--- config.mk ---
export PLATFORM = sky130hd
export DESIGN_NAME = hdlc_addr_filter
export DESIGN_NICKNAME = d
export VERILOG_FILES = /design/src/rtl/hdlc_addr_filter_pkg.sv /design/src/rtl/haf_regs.sv /design/src/rtl/haf_cmp.sv /design/src/rtl/haf_track.sv /design/src/rtl/hdlc_addr_filter.sv
export SDC_FILE = /design/constraint.sdc
export NUM_CORES = 1
export LEC_CHECK = 0
export ABC_CLOCK_PERIOD_IN_PS = 2100
export CORE_UTILIZATION = 55
export DETAILED_ROUTE_END_ITERATION = 10
export DONT_BUFFER_PORTS = 1
export GPL_ROUTABILITY_DRIVEN = 0
export PLACE_DENSITY_LB_ADDON = 0.1
export SYNTH_ARGS = -nofsm -noshare
export SYNTH_HDL_FRONTEND = slang
export SYNTH_SLANG_ARGS = --single-unit
export TNS_END_PERCENT = 1
--- constraint.sdc ---
create_clock -name clk -period 2.1 [get_ports clk]
set_input_delay 0.315 -clock clk [delete_from_list [all_inputs] [get_ports clk]]
set_output_delay 0.315 -clock clk [all_outputs]
set_load 0.05 [all_outputs]
--- src/rtl/hdlc_addr_filter_pkg.sv ---
package hdlc_addr_filter_pkg;
  localparam int OCT_W = 8;
  typedef logic [OCT_W-1:0] octet_t;
  typedef logic [1:0] hdr_cnt_t;
endpackage

--- src/rtl/haf_regs.sv ---
module haf_regs
  import hdlc_addr_filter_pkg::*;
(
  input  logic   clk,
  input  logic   rst,
  input  logic   flt_en,
  input  logic   wr_en,
  input  logic   wr_sel,
  input  octet_t wr_data,
  input  logic   rx_sof,
  output octet_t eff0,
  output octet_t eff1,
  output logic   eff_fen
);
  octet_t sh0, sh1, act0, act1;
  logic   act_fen;

  always_ff @(posedge clk) begin
    if (rst) begin
      sh0 <= '0;
      sh1 <= '0;
      act0 <= '0;
      act1 <= '0;
      act_fen <= 1'b0;
    end else begin
      if (wr_en && !wr_sel) sh0 <= wr_data;
      if (wr_en &&  wr_sel) sh1 <= wr_data;
      if (rx_sof) begin
        act0 <= sh0;
        act1 <= sh1;
        act_fen <= flt_en;
      end
    end
  end

  // a starting frame sees the shadow copies as they stood before this edge
  assign eff0    = rx_sof ? sh0 : act0;
  assign eff1    = rx_sof ? sh1 : act1;
  assign eff_fen = rx_sof ? flt_en : act_fen;

  // active settings change only at a frame start
  p_hold_r7: assert property (@(posedge clk) disable iff (rst)
    !rx_sof |=> $stable(act0) && $stable(act1));
endmodule

--- src/rtl/haf_cmp.sv ---
module haf_cmp
  import hdlc_addr_filter_pkg::*;
#(
  parameter int PAT_W = 6,
  parameter bit BCAST = 1'b0
) (
  input  octet_t           data,
  input  logic [PAT_W-1:0] pat,
  input  logic             en,
  output logic             ok
);
  logic [PAT_W-1:0] top_bits;
  logic             hit;
  logic             bc;

  assign top_bits = data[OCT_W-1 -: PAT_W];
  assign hit      = (top_bits == pat);

  generate
    if (BCAST) begin : g_bc
      assign bc = &top_bits;
    end else begin : g_nobc
      assign bc = 1'b0;
    end
  endgenerate

  assign ok = !en || hit || bc;

  always_comb begin
    if (BCAST && (&top_bits)) begin
      p_bcast_r3: assert (ok);
    end
  end
endmodule

--- src/rtl/haf_track.sv ---
module haf_track
  import hdlc_addr_filter_pkg::*;
(
  input  logic clk,
  input  logic rst,
  input  logic rx_sof,
  input  logic rx_vld,
  input  logic rx_eof,
  input  logic ok0,
  input  logic ok1,
  input  logic en_any,
  input  logic fen,
  output logic fire,
  output logic keep,
  output logic drop
);
  logic     in_frame;
  hdr_cnt_t cnt, cnt_e, cnt_n;
  logic     ok0_q, ok0_e, ok0_n;
  logic     pass_q, pass_e, pass_n;
  logic     act;

  assign act    = rx_sof || in_frame;
  assign cnt_e  = rx_sof ? 2'd0 : cnt;
  assign ok0_e  = rx_sof ? 1'b0 : ok0_q;
  assign pass_e = rx_sof ? 1'b0 : pass_q;
  assign fire   = act && rx_eof;

  always_comb begin
    cnt_n  = cnt_e;
    ok0_n  = ok0_e;
    pass_n = pass_e;
    if (act && rx_vld) begin
      if (cnt_e == 2'd0) ok0_n = ok0;
      if (cnt_e == 2'd1) pass_n = ok0_e && ok1;
      if (cnt_e != 2'd2) cnt_n = cnt_e + 2'd1;
    end
  end

  always_ff @(posedge clk) begin
    if (rst) begin
      in_frame <= 1'b0;
      cnt <= '0;
      ok0_q <= 1'b0;
      pass_q <= 1'b0;
      keep <= 1'b0;
      drop <= 1'b0;
    end else begin
      keep <= 1'b0;
      drop <= 1'b0;
      if (act) begin
        cnt <= cnt_n;
        ok0_q <= ok0_n;
        pass_q <= pass_n;
      end
      in_frame <= act && !rx_eof;
      if (fire) begin
        if (!fen)               keep <= 1'b1;
        else if (cnt_n != 2'd2) begin
          keep <= !en_any;
          drop <= en_any;
        end else begin
          keep <= pass_n;
          drop <= !pass_n;
        end
      end
    end
  end

  p_cnt_sat_r8: assert property (@(posedge clk) disable iff (rst)
    cnt != 2'd3);
  p_excl_r8: assert property (@(posedge clk) disable iff (rst)
    $onehot0({keep, drop}));
endmodule

--- src/rtl/hdlc_addr_filter.sv ---
module hdlc_addr_filter
  import hdlc_addr_filter_pkg::*;
#(
  parameter int P0_W = 6,
  parameter int P1_W = 7
) (
  input  logic       clk,
  input  logic       rst,
  input  logic       flt_en,
  input  logic       wr_en,
  input  logic       wr_sel,
  input  logic [7:0] wr_data,
  input  logic       rx_sof,
  input  logic       rx_vld,
  input  logic [7:0] rx_byte,
  input  logic       rx_eof,
  output logic       keep,
  output logic       drop
);
  octet_t eff0, eff1;
  logic   eff_fen, ok0, ok1, fire;

  haf_regs u_regs (
    .clk(clk), .rst(rst), .flt_en(flt_en), .wr_en(wr_en), .wr_sel(wr_sel),
    .wr_data(wr_data), .rx_sof(rx_sof), .eff0(eff0), .eff1(eff1),
    .eff_fen(eff_fen)
  );

  haf_cmp #(.PAT_W(P0_W), .BCAST(1'b0)) u_cmp0 (
    .data(rx_byte), .pat(eff0[OCT_W-1 -: P0_W]), .en(eff0[0]), .ok(ok0)
  );

  haf_cmp #(.PAT_W(P1_W), .BCAST(1'b1)) u_cmp1 (
    .data(rx_byte), .pat(eff1[OCT_W-1 -: P1_W]), .en(eff1[0]), .ok(ok1)
  );

  haf_track u_track (
    .clk(clk), .rst(rst), .rx_sof(rx_sof), .rx_vld(rx_vld), .rx_eof(rx_eof),
    .ok0(ok0), .ok1(ok1), .en_any(eff0[0] || eff1[0]), .fen(eff_fen),
    .fire(fire), .keep(keep), .drop(drop)
  );

  // every frame end yields a decision in the next cycle
  p_decide_r8: assert property (@(posedge clk) disable iff (rst)
    fire |=> (keep || drop));
  p_quiet_r8: assert property (@(posedge clk) disable iff (rst)
    !fire |=> !(keep || drop));
  // nothing is decided straight out of reset
  p_rst_r9: assert property (@(posedge clk)
    rst |=> !(keep || drop));
endmodule

==> flow_summary.yaml <==
outcome:
  status: "complete, but fails checks"
  violations: "design-rule violations"
synth:
  synthAdderAreaFrac_pct: 2.206
  syn_area_um2: 1702
  synth_top_family_by_area: "simple AND/OR/NAND/NOR gates"
  synthSimpleGateAreaFrac_pct: 19.19
  postSynthAreaPerCell_um2: 9.401
  ys_types: 36
  synthCells: 181
  synthTopCellsByArea: "dfxtp_1, mux2i_1, nor2_1, xnor2_1, a21oi_1"
  synthesis.nets: 208
  synth_xor_area_share_pct: 6.691
  synth_area_leader_cell: "dfxtp_1"
  synth_compound_area_share_pct: 8.309
  synthMuxAreaShare_pct: 15.07
  ys_seq_area_share_pct: 44.71
  synth-seq-cells: 38
  synth_top_area_share_pct: 44.71
  yosysWarnings: 0
clock_tree:
  insertion_delay_ns: 0.35
  root_buffer: "clkbuf_4"
  clkTransAtPathRegs_ns: 0.12
  ctsHoldBuffers: 0
  cts_sinks: 38
  numCtsBuffers: 5
  cts_setup_buffers: 0
  cts_tree: "done"
  clock_path_buffers: 2
  cts_resized: 0
  htree_levels: 2
grt:
  antenna_found_initial: 0
  grt_usage_pct: 22.81
  grt-ovfl-total: 0
  grt_pass1_vias: 1255
  grt_pass1_wl_um: 5685
  grt_max_degree: 39
floorplan:
  die_area_um2: 3320
  die_w_um: 57.62
  io_pins: 26
  core_um2: 2853
  initial_core_util_pct: 59.65
  die_h_um: 57.62
  row_count: 19
final_layout:
  seq_area_um2: 760.7
  final_layout_size_suffix_gt1_share_pct: 10.56
  nets: 206
  antennaDiodeCount: 0
  fin_cells: 211
  multi_input_area_um2: 900.9
  fillCellCount: 257
  syn_to_final_growth_pct: 4.486
worst_hold_path:
  hold_class: "input port to flip-flop"
timing:
  rsz0062_at_grt: "false"
  setup_viol: 0
  hold_viol: 0
  fin_worst_skew_ns: 0.02148
  timing.fmax_mhz: 548.9
  final.period_utilization_pct: 86.76
  slew_violations: 0
  fin_ws_ns: 0.2780
  worstMarginPinSlew_ns: 0.4731
  fin_crit_ns: 1.822
  relSlewSlack_pct: 68.42
power_and_ir_drop:
  clkPwrFrac_pct: 31.1
  p_sw_mw: 0.3022
  cellLeakagePower_nw: 0.6814
  comb_power_share_pct: 8.6
  seq_power_share_pct: 60.3
  p_int_mw: 0.9685
  p_per_area_nw_per_um2: 714.7
  p_sw_share_pct: 23.78
  ir_worst_vdd_uv: 575.3
worst_setup_path:
  criticalPathCategory: "flip-flop to flip-flop"
  cp.arrival_ns: 2.10
  cp_max_fo: 5
  required_ns: 2.37
  crit_path_start_kind: "flip-flop"
  rrSetupSlack_ns: 0.28
  setup.worst_path.end_class: "flip-flop"
drt:
  drtAntennaViolNets: 0
  drt_iter0_drc: 45
  routed_wl_um: 3321
  drc: 1
  vias: 1215
  viasPerCell: 5.758
  wl_per_cell_um: 15.74
  first_pass_iters: 7
place:
  pre_cts_ws_ns: 0.2033
  numPortBuffers: 0
  dp_cells: 203
  place_hpwl_um: 2393
flow_run:
  drv_cap: 0
==> critical path, cell delays in order, from the launching register on <==
cell and delay, ns:
dfxtp_1 0.31, nand2b_1 0.20, ha_4 0.17, nand3_2 0.07
or3b_1 0.41, nor4_2 0.19, a21oi_1 0.15, a221oi_2 0.26
==> Yosys cell counts (all sizes together) <==
library cell	n
mux2	1
and2	2
nand2	12
ha	3
o21ai	2
nor2	30
a21oi	12
buf	6
o21a	2
a41oi	1
a221oi	1
nor2b	1
dfxtp	38
nand4	1
nor3b	1
inv	2
nand3b	2
nand3	11
o2111a	1
mux2i	23
clkbuf	4
nor3	4
or3b	1
xor2	3
a211oi	1
xnor2	10
nand2b	2
a31oi	1
nor4	2
a22oi	1
==> final timing paths <==
path | end | from | cells past startpoint
setup / recovery | u_track.keep | u_track.cnt[1] | 7
hold / removal | u_regs.act1[1] | rst | 1
setup reg to reg | u_track.keep | u_track.cnt[1] | 7
hold reg to reg | u_regs.sh1[5] | u_regs.sh1[5] | 2
==> power groups by stage <==
stage               Sequential [mW]  Clock (mW)  Combinational (mW)
floorplan                     0.779           0               0.123
global placement              0.781           0               0.106
detailed placement            0.783           0               0.109
CTS                           0.766       0.404               0.110
global route                  0.769       0.430               0.121
finish                        0.766       0.395               0.109
==> logic make-up after synthesis <==
group	after synthesis
buffers and inverters	12
muxes	24
and+or+nand+nor	69
adders and majority gates	3
AOI/OAI and AO/OA	22
DFF	38
xor gates and xnor gates	13
==> final cells by class <==
cell class,count,area share (%)
Multi-Input combinational cell,131,50.67
Sequential cell,38,42.79
Clock buffer,7,3.096
Tap cell,31,2.182
Inverter,2,0.5630
Timing Repair Buffer,1,0.4222
Clock inverter,1,0.2815
==> state kept, by name (all words and copies together), names as in the netlist <==
register / cells
u_regs.act0: 7
u_track.keep: 1
u_track.ok0_q: 1
u_track.in_frame: 1
u_regs.sh1: 8
u_track.drop: 1
u_regs.sh0: 7
u_regs.act_fen: 1
u_track.cnt: 2
u_regs.act1: 8
u_track.pass_q: 1
==> cells in the final DEF, fill, tap and decap left out, types with 3 or more instances in the layout <==
cell      Yosys  routed
a21oi_1      12      12
clkbuf_4      0       5
dfxtp_1      38      38
mux2i_1      19      19
mux2i_2       4       4
nand2_1      12      12
nand3_1      11      10
nor2_1       30      30
nor3_1        4       4
xnor2_1      10      10
xor2_1        3       3
==> stage by stage <==
stage	utilization [%]	TNS [ns]	hold WS (ns)	power (mW)	cell area (µm²)
after floorplan	-	-0.01584	0.3943	0.9019	1744
after global placement	60.22	0	0.3897	0.8872	1718
after detailed placement	60.22	0	0.3922	0.8922	1718
after CTS	62.32	0	0.01388	1.280	1778
after global routing	62.32	0	0.002835	1.321	1778
final	62.32	0	0.01398	1.271	1778
==> metal layers <==
metal / share of wire, % / GRT usage (%) / up-vias
li1: - / - / 614
met1: 44 / 26.14 / 567
met2: 47 / 39.04 / 28
met3: 6.8 / 9.152 / 6
met4: 1.3 / 6.969 / 0
met5: 0 / 0 / -
No activity file was read; power rests on OpenSTA's default activity.
